===== config.mk =====
export PLATFORM = sky130hd
export DESIGN_NAME = seq_restoring_divider
export DESIGN_NICKNAME = d
export VERILOG_FILES = /design/src/rtl/div_pkg.sv /design/src/rtl/div_trial_cmp.sv /design/src/rtl/div_restore_mux.sv /design/src/rtl/div_step.sv /design/src/rtl/seq_restoring_divider.sv
export SDC_FILE = /design/constraint.sdc
export NUM_CORES = 1
export LEC_CHECK = 0
export BUFFER_PORTS_ARGS = -buffer_cell sky130_fd_sc_hd__buf_2
export CAP_MARGIN = 20
export CORE_ASPECT_RATIO = 2
export CORE_MARGIN = 2
export CORE_UTILIZATION = 40
export CTS_BUF_LIST = sky130_fd_sc_hd__clkbuf_16
export DETAILED_ROUTE_END_ITERATION = 6
export GPL_ROUTABILITY_DRIVEN = 0
export GPL_TIMING_DRIVEN = 1
export PLACE_DENSITY = 0.7
export SYNTH_ARGS = -nofsm -noshare
export SYNTH_HDL_FRONTEND = slang
export SYNTH_HIERARCHICAL = 1
export SYNTH_SLANG_ARGS = --single-unit

===== constraint.sdc =====
create_clock -name clk -period 3.9 [get_ports clk]
set_input_delay 0.195 -clock clk [delete_from_list [all_inputs] [get_ports clk]]
set_output_delay 0.195 -clock clk [all_outputs]
set_load 0.1 [all_outputs]

===== src/rtl/div_pkg.sv =====
package div_pkg;
  typedef enum logic {PH_IDLE = 1'b0, PH_RUN = 1'b1} div_phase_e;
endpackage


===== src/rtl/div_trial_cmp.sv =====
// Trial >= divisor decided by one signed positional-weight sum.
module div_trial_cmp #(
  parameter int W = 8
) (
  input  logic [W:0]   trial,
  input  logic [W-1:0] dsr,
  output logic         ge
);
  localparam int SW = W + 3;

  logic signed [SW-1:0] psum [0:W+1];
  assign psum[0] = '0;

  for (genvar i = 0; i <= W; i++) begin : g_term
    localparam logic signed [SW-1:0] WT = {{(SW-1){1'b0}}, 1'b1} << i;
    logic signed [SW-1:0] plus_t, minus_t;
    assign plus_t = trial[i] ? WT : '0;
    if (i < W) begin : g_dsr
      assign minus_t = dsr[i] ? WT : '0;
    end else begin : g_top
      assign minus_t = '0;
    end
    assign psum[i+1] = psum[i] + plus_t - minus_t;
  end

  assign ge = ~psum[W+1][SW-1];
endmodule


===== src/rtl/div_restore_mux.sv =====
// Per-bit AND-OR selector: keep when the test fails, difference when it passes.
module div_restore_mux #(
  parameter int W = 8
) (
  input  logic [W-1:0] keep,
  input  logic [W-1:0] diff,
  input  logic         pass,
  output logic [W-1:0] pick
);
  logic no_pass;
  assign no_pass = ~pass;

  for (genvar i = 0; i < W; i++) begin : g_bit
    logic take_keep, take_diff;
    assign take_keep = keep[i] & no_pass;
    assign take_diff = diff[i] & pass;
    assign pick[i]   = take_keep | take_diff;
  end
endmodule


===== src/rtl/div_step.sv =====
// One restoring iteration: shift in a bit, test, conditionally subtract.
module div_step #(
  parameter int W = 8
) (
  input  logic [W-1:0] rem_in,
  input  logic         bit_in,
  input  logic [W-1:0] dsr,
  output logic [W-1:0] rem_out,
  output logic         q_bit
);
  logic [W:0] trial;
  logic [W:0] trial_minus;

  assign trial       = {rem_in, bit_in};
  assign trial_minus = trial - {1'b0, dsr};

  div_trial_cmp #(.W(W)) u_cmp (
    .trial (trial),
    .dsr   (dsr),
    .ge    (q_bit)
  );

  div_restore_mux #(.W(W)) u_mux (
    .keep  (trial[W-1:0]),
    .diff  (trial_minus[W-1:0]),
    .pass  (q_bit),
    .pick  (rem_out)
  );
endmodule


===== src/rtl/seq_restoring_divider.sv =====
module seq_restoring_divider
  import div_pkg::*;
#(
  parameter int W = 8
) (
  input  logic         clk,
  input  logic         rst_n,
  input  logic         in_valid,
  output logic         in_ready,
  input  logic [W-1:0] dividend,
  input  logic [W-1:0] divisor,
  output logic         busy,
  output logic         out_valid,
  output logic [W-1:0] quotient,
  output logic [W-1:0] remainder
);
  localparam int CW = $clog2(W) + 1;
  localparam logic [CW-1:0] LAST = CW'(W - 1);

  div_phase_e    phase_q;
  logic [CW-1:0] step_q;
  logic [W-1:0]  rem_q, work_q, dsr_q, quo_q, rmd_q;
  logic          ov_q;
  logic [W-1:0]  rem_nxt;
  logic          q_bit;
  logic          accept;

  assign busy      = (phase_q == PH_RUN);
  assign in_ready  = ~busy;
  assign accept    = in_valid & in_ready;
  assign out_valid = ov_q;
  assign quotient  = quo_q;
  assign remainder = rmd_q;

  div_step #(.W(W)) u_step (
    .rem_in  (rem_q),
    .bit_in  (work_q[W-1]),
    .dsr     (dsr_q),
    .rem_out (rem_nxt),
    .q_bit   (q_bit)
  );

  always_ff @(posedge clk or negedge rst_n) begin
    if (!rst_n) begin
      phase_q <= PH_IDLE;
      step_q  <= '0;
      rem_q   <= '0;
      work_q  <= '0;
      dsr_q   <= '0;
      quo_q   <= '0;
      rmd_q   <= '0;
      ov_q    <= 1'b0;
    end else begin
      ov_q <= 1'b0;
      if (accept) begin
        phase_q <= PH_RUN;
        step_q  <= '0;
        rem_q   <= '0;
        work_q  <= dividend;
        dsr_q   <= divisor;
      end else if (phase_q == PH_RUN) begin
        rem_q  <= rem_nxt;
        work_q <= {work_q[W-2:0], q_bit};
        step_q <= step_q + 1'b1;
        if (step_q == LAST) begin
          phase_q <= PH_IDLE;
          quo_q   <= {work_q[W-2:0], q_bit};
          rmd_q   <= rem_nxt;
          ov_q    <= 1'b1;
        end
      end
    end
  end

  AST_START_LOAD: assert property (@(posedge clk) disable iff (!rst_n)
    in_valid && in_ready |=> busy);
  AST_DONE_AFTER_BUSY: assert property (@(posedge clk) disable iff (!rst_n)
    out_valid |-> $past(busy) && !busy);
  AST_BOUND_OUT: assert property (@(posedge clk) disable iff (!rst_n)
    out_valid && dsr_q != '0 |-> remainder < dsr_q);
  AST_ZERO_DIVISOR: assert property (@(posedge clk) disable iff (!rst_n)
    out_valid && dsr_q == '0 |-> quotient == '1);
  AST_BUSY_HOLDS_DSR: assert property (@(posedge clk) disable iff (!rst_n)
    busy |=> $stable(dsr_q));
  AST_DONE_ONE: assert property (@(posedge clk) disable iff (!rst_n)
    out_valid |=> !out_valid);
  AST_RESULT_HOLD: assert property (@(posedge clk) disable iff (!rst_n)
    !out_valid |-> $stable(quotient) && $stable(remainder));
  AST_REM_BOUND: assert property (@(posedge clk) disable iff (!rst_n)
    busy && dsr_q != '0 |-> rem_q < dsr_q);
endmodule


# ---- Yosys cells after proc, flatten, opt, wreduce, memory -nomap -nowiden
# Index checks and enable logic that the tools add are counted.
dict set report word_totals {
  ff_bits 46
  out_inout_bits 19
  in_bits 19
  latch_bits 0
  mem_bits_ro 0
  memories 0
  wordCells 86
  ram_bits 0
}
dict set report op_classes {
  multipliers 0
  div 0
  reduce_logical 2
  mux 29
  n_eq_ne 1
  shift 0
  add_sub_neg 18
  n_lt_le_gt_ge 0
  bitwise 28
}
# cell count
set op_table {}
lappend op_table {{$mux W8} 6}
lappend op_table {{$and A1 B1 Y1} 17}
lappend op_table {{$mux W4} 4}
lappend op_table {{$mux W7} 2}
lappend op_table {{$mux W6} 2}
lappend op_table {{$add A11 B10 Y11} 1}
lappend op_table {{$add A11 B3 Y11} 1}
lappend op_table {{$add A11 B4 Y11} 1}
lappend op_table {{$add A11 B5 Y11} 1}
lappend op_table {{$add A11 B6 Y11} 1}
lappend op_table {{$add A11 B7 Y11} 1}
lappend op_table {{$add A11 B8 Y11} 1}
lappend op_table {{$add A11 B9 Y11} 1}
lappend op_table {{$sub A11 B2 Y11} 1}
lappend op_table {{$sub A11 B3 Y11} 1}
lappend op_table {{$sub A11 B4 Y11} 1}
lappend op_table {{$sub A11 B5 Y11} 1}
lappend op_table {{$sub A11 B6 Y11} 1}
lappend op_table {{$sub A11 B7 Y11} 1}
lappend op_table {{$sub A11 B8 Y11} 1}
lappend op_table {{$sub A11 B9 Y11} 1}
lappend op_table {{$mux W5} 2}
lappend op_table {{$mux W9} 1}
lappend op_table {{$mux W1} 8}
lappend op_table {{other kinds (9)} 20}

# ---- Logic depth before layout (Yosys ltp)
dict set report logic_depth {
  word_depth 22
  mapped_depth 16
  mapped_depth_nobuf 15
}

# ---- Cells and area by module
# The synthesis kept the hierarchy.
# module area_per_inst_um2 cells_each instances
set modules_own_cells {}
lappend modules_own_cells {seq_restoring_divider 1834.3 126 1}
lappend modules_own_cells {div_trial_cmp 709.4 82 1}
lappend modules_own_cells {div_step 330.3 43 1}
lappend modules_own_cells {div_restore_mux 131.4 9 1}

# ---- Worst setup path after synthesis
# No wires, ideal clock.
dict set report synth_path {
  kind {reg-to-reg}
  from {reg work_q[7]}
  to {reg rmd_q[5] (netlist: remainder[5])}
  stages_incl_launch_ff 16
  path_buffers 1
  arrival_time_ns 3.861
  synth_period_minus_slack_ns 3.987
  slack_ns -0.087
  path_cell_list {dfrtp_1 > nor2b_1 > ha_1 > inv_1 > ha_1 > ha_1 > ha_1 > inv_1 > fa_1 > ha_1 > nand4_1 > a2111o_1 > o211ai_2 > buf_6 > mux2_4 > mux2_4}
}
dict set report synth_between {
  elab_chain_cells 20
}
# element line_no
set synth_lines {}
lappend synth_lines {{from (decl)} seq_restoring_divider.sv:22} ;# logic [W-1:0] rem_q, work_q, dsr_q, quo_q, rmd_q;
lappend synth_lines {{from (signal assigned)} seq_restoring_divider.sv:59} ;# work_q <= dividend;
lappend synth_lines {{from (signal assigned)} seq_restoring_divider.sv:63} ;# work_q <= {work_q[W-2:0], q_bit};
lappend synth_lines {{$mux W1} div_trial_cmp.sv:17} ;# assign plus_t = trial[i] ? WT : '0;
lappend synth_lines {{$sub A11 B2 Y11} div_trial_cmp.sv:23} ;# assign psum[i+1] = psum[i] + plus_t - minus_t;
lappend synth_lines {{$add A11 B3 Y11} div_trial_cmp.sv:23}
lappend synth_lines {{$sub A11 B3 Y11} div_trial_cmp.sv:23}
lappend synth_lines {{$add A11 B4 Y11} div_trial_cmp.sv:23}
lappend synth_lines {{$sub A11 B4 Y11} div_trial_cmp.sv:23}
lappend synth_lines {{$add A11 B5 Y11} div_trial_cmp.sv:23}
lappend synth_lines {{$sub A11 B5 Y11} div_trial_cmp.sv:23}
lappend synth_lines {{[... 6 more ...]} --}
lappend synth_lines {{$add A11 B9 Y11} div_trial_cmp.sv:23}
lappend synth_lines {{$sub A11 B9 Y11} div_trial_cmp.sv:23}
lappend synth_lines {{$add A11 B10 Y11} div_trial_cmp.sv:23}
lappend synth_lines {{$not A1 Y1} div_trial_cmp.sv:26} ;# assign ge = ~psum[W+1][SW-1];
lappend synth_lines {{net q_bit} seq_restoring_divider.sv:25} ;# logic q_bit;
lappend synth_lines {{$and A1 B1 Y1} div_restore_mux.sv:16} ;# assign take_diff = diff[i] & pass;
lappend synth_lines {{$or A1 B1 Y1} div_restore_mux.sv:17} ;# assign pick[i] = take_keep | take_diff;
lappend synth_lines {{net rem_nxt[5]} seq_restoring_divider.sv:24} ;# logic [W-1:0] rem_nxt;
lappend synth_lines {{to (signal assigned)} seq_restoring_divider.sv:68} ;# rmd_q <= rem_nxt;
lappend synth_lines {{to (decl)} seq_restoring_divider.sv:22}
# The timed path passes the listed nets, and every way through them passes these cells.
# A chain may end at the register's enable or synchronous reset.

# ---- Worst setup path in the final report
dict set report layout_path {
  from {reg dsr_q[0]}
  to {reg rmd_q[4] (netlist: remainder[4])}
}
dict set report layout_between {
  elab_chain_cells 20
}
# element line_no
set layout_lines {}
lappend layout_lines {{from (decl)} seq_restoring_divider.sv:22}
lappend layout_lines {{from (signal assigned)} seq_restoring_divider.sv:60} ;# dsr_q <= divisor;
lappend layout_lines {{$mux W1} div_trial_cmp.sv:19} ;# assign minus_t = dsr[i] ? WT : '0;
lappend layout_lines {{$sub A11 B2 Y11} div_trial_cmp.sv:23}
lappend layout_lines {{$add A11 B3 Y11} div_trial_cmp.sv:23}
lappend layout_lines {{$sub A11 B3 Y11} div_trial_cmp.sv:23}
lappend layout_lines {{$add A11 B4 Y11} div_trial_cmp.sv:23}
lappend layout_lines {{$sub A11 B4 Y11} div_trial_cmp.sv:23}
lappend layout_lines {{$add A11 B5 Y11} div_trial_cmp.sv:23}
lappend layout_lines {{$sub A11 B5 Y11} div_trial_cmp.sv:23}
lappend layout_lines {{[... 6 more ...]} --}
lappend layout_lines {{$add A11 B9 Y11} div_trial_cmp.sv:23}
lappend layout_lines {{$sub A11 B9 Y11} div_trial_cmp.sv:23}
lappend layout_lines {{$add A11 B10 Y11} div_trial_cmp.sv:23}
lappend layout_lines {{$not A1 Y1} div_trial_cmp.sv:26}
lappend layout_lines {{net q_bit} seq_restoring_divider.sv:25}
lappend layout_lines {{$and A1 B1 Y1} div_restore_mux.sv:16}
lappend layout_lines {{$or A1 B1 Y1} div_restore_mux.sv:17}
lappend layout_lines {{net rem_nxt[4]} seq_restoring_divider.sv:24}
# The timed path passes the listed nets, and every way through them passes these cells.

==> flow_metrics.tcl <==
set metrics [dict create \
    grt_first_pass_wirelength_mm 10.6 \
    die_area_mm2 0.00826 \
    grt_antenna_before_repair 0 \
    avgViaCountPerCell 5.15 \
    rsz0062_at_grt "true" \
    worstSetupPathType "reg -> reg" \
    postPlaceCellArea_mm2 0.00333 \
    routed_wl_mm 6.69 \
    fin_area_mm2 0.00376 \
    fin_worst_skew_ns 0.00717 \
    holdPathStages 2 \
    cp-end-kind "register" \
    drive_gt1_share_pct 38.3 \
    layout.cells.non_filler 405 \
    cts.path.max_buffers 2 \
    htreeDepth 2 \
    max_freq_mhz 255 \
    place_hpwl_mm 4.80 \
    place_worst_setup_slack_ns -0.172 \
    n_antenna_cell 0 \
    drc 0 \
    fp.dieW_um 65.3 \
    cts_root_buf "clkbuf_16" \
    syn_to_final_growth_pct 25.0 \
    setup_viol_count_final 8 \
    drt_iter0_drc 27 \
    cp_cell_sequence "nor2b_4, ha_4, buf_12, fa_1, inv_2, ha_4, fa_1, inv_2, ha_4, nand4_1, a2111o_1, o211ai_2, buf_6, mux2_4, mux2_2" \
    cts_buffers 5 \
    slew_headroom_pct 34.5 \
    critPathBufInv 4 \
    synthCells 260 \
    grt_max_degree 47 \
    dp_cells 390 \
    syn_area_mm2 0.00301 \
    clk_pin_slew_ns 0.07 \
    drtAntennaViolNets 0 \
    worstSetupPathDepth 15 \
    yosysSeqAreaShare_pct 38.3 \
    period_minus_slack_ns 3.92 \
    synth_top_area_share_pct 38.3 \
    initial_utilization_pct 41.4 \
    hold_viol_final 0 \
    slowest_stage "fa_1" \
    cpPeakStageDelay_ns 0.52 \
    detailroute.via_count 2087 \
    clk_latency_ns 0.29 \
    violations "setup timing" \
    synth-seq-cells 46 \
    maxSlewViolCount 0 \
    portBuffers 37 \
    grtUsageTotal_pct 17.2 \
    finalCritPeriodShare_pct 100 \
    layout_setup_ws_ns -0.0168 \
    synthArstFlopShare_pct 100 \
    cp_data_arrival_time_ns 4.09 \
    nNetsFinal 373 \
    synth-edff-count 0 \
    tightestPinTransition_ns 0.979 \
    core_area_mm2 0.00727 \
    cts_tree "built" \
    min_path_type "in -> reg" \
    critPathLaunchType "register" \
    synth.distinct_cells 38 \
    crit_top_cell "ha_4" \
    grt_remaining_overflow 0 \
    finish.utilization_pct 51.7 \
    fp.dieH_um 127 \
    drtPass1Iterations 4 \
    ios 38 \
    wl_per_cell_um 16.5 \
    synth_commonest_cells "dfrtp_1 (46), inv_1 (37), ha_1 (36)" \
    crit_required_ns 4.07 \
    cts.sinks 46 \
    synthesis.nets 321 \
    yosysMostFrequentCell "dfrtp_1" \
    worst-path-max-fanout 5 \
    critical_path.top_delay_family "adder cells" \
    ys.flop_type "dfrtp_1" \
    synth_top_area_cell "dfrtp_1" \
    synthTopCellsByArea "dfrtp_1 (38%), ha_1 (15%), mux2_4 (8.5%)" \
    num_rows 44 \
    syn_area_per_cell_um2 11.6 \
    ys_warn_count 6 \
    cap_violations 0 \
    reg2reg_depth 15 \
    first_global_vias 2258 \
    status "complete, but fails checks" \
]
-- registers in the layout, summed over array words and instances (netlist names) --
register and flops:
dsr_q 8, quotient 8, rem_q 8, remainder 8
work_q 8, step_q 4, busy 1, out_valid 1
-- layout by cell type (no fill, tap or decap), types with 8 or more instances in the layout --
| cell | Yosys | layout |
|---|---|---|
| dfrtp_1 | 46 | 46 |
| buf_2 | 2 | 37 |
| inv_1 | 37 | 32 |
| ha_1 | 36 | 23 |
| mux2_4 | 17 | 18 |
| mux2_2 | 15 | 14 |
| nand2_1 | 14 | 14 |
| o21ai_0 | 13 | 12 |
| ha_4 | 0 | 12 |
| buf_4 | 2 | 11 |
| a22o_1 | 9 | 9 |
| mux2i_1 | 8 | 8 |
-- layout make-up --
class / instances / area [µm²]
Fill cell: 664 / 3510
Multi-Input combinational cell: 169 / 1840
Sequential cell: 46 / 1150
Timing Repair Buffer: 53 / 340
Inverter: 37 / 141
Clock buffer: 5 / 125
Tap cell: 92 / 115
Clock inverter: 3 / 45.0
-- logic make-up (layout without fill, tap and decap cells) --
kind of cell / Yosys count / count (layout) / synth area share (%)
AOI/OAI and AO/OA: 43 / 43 / 9.99
buffers and inverters: 45 / 98 / 6.45
adders and majority gates: 42 / 42 / 19.0
DFF: 46 / 46 / 38.3
xor gates and xnor gates: 11 / 11 / 3.21
and+or+nand+nor: 33 / 33 / 6.29
muxes: 40 / 40 / 16.8
-- layer usage --
metal / vias up / global-route usage [%] / share of wire [%]
li1: 996 / - / -
met4: 0 / 11.6 / 3.3
met2: 36 / 31.7 / 57
met1: 1043 / 17.1 / 37
met3: 12 / 2.22 / 2.3
met5: - / 0 / 0
-- through the flow --
stage,hold slack [ns],setup TNS (ns)
5_1_grt,0.133,-1.54
6_report,0.132,-0.0796
3_5_place_dp,0.425,-2.41
2_1_floorplan,-0.101,0
4_1_cts,0.108,-1.94
3_3_place_gp,0.410,-2.18
-- what timing repair did --
action	4_1_cts	5_1_grt
buffers inserted	5	1
gates cloned	1	0
hold buffers	0	1
pin swaps	15	17
setup endpoints to repair	16	17
gates resized for setup	10	20
endpoints found under the hold margin	0	5
-- worst paths after layout --
path	from	slack, ns	to
worst min register to register	quotient[7]	0.51	quotient[7]
worst max register to register	dsr_q[0]	-0.02	remainder[4]
max in group asynchronous	rst_n	3.17	step_q[2]
min in group asynchronous	rst_n	0.28	remainder[1]
worst max-delay path	dsr_q[0]	-0.02	remainder[4]
worst min-delay path	divisor[7]	0.13	dsr_q[7]
Power is left out: the tool's default activity adds up to more than one toggle a clock period on the data nets, which glitch-free logic cannot reach.
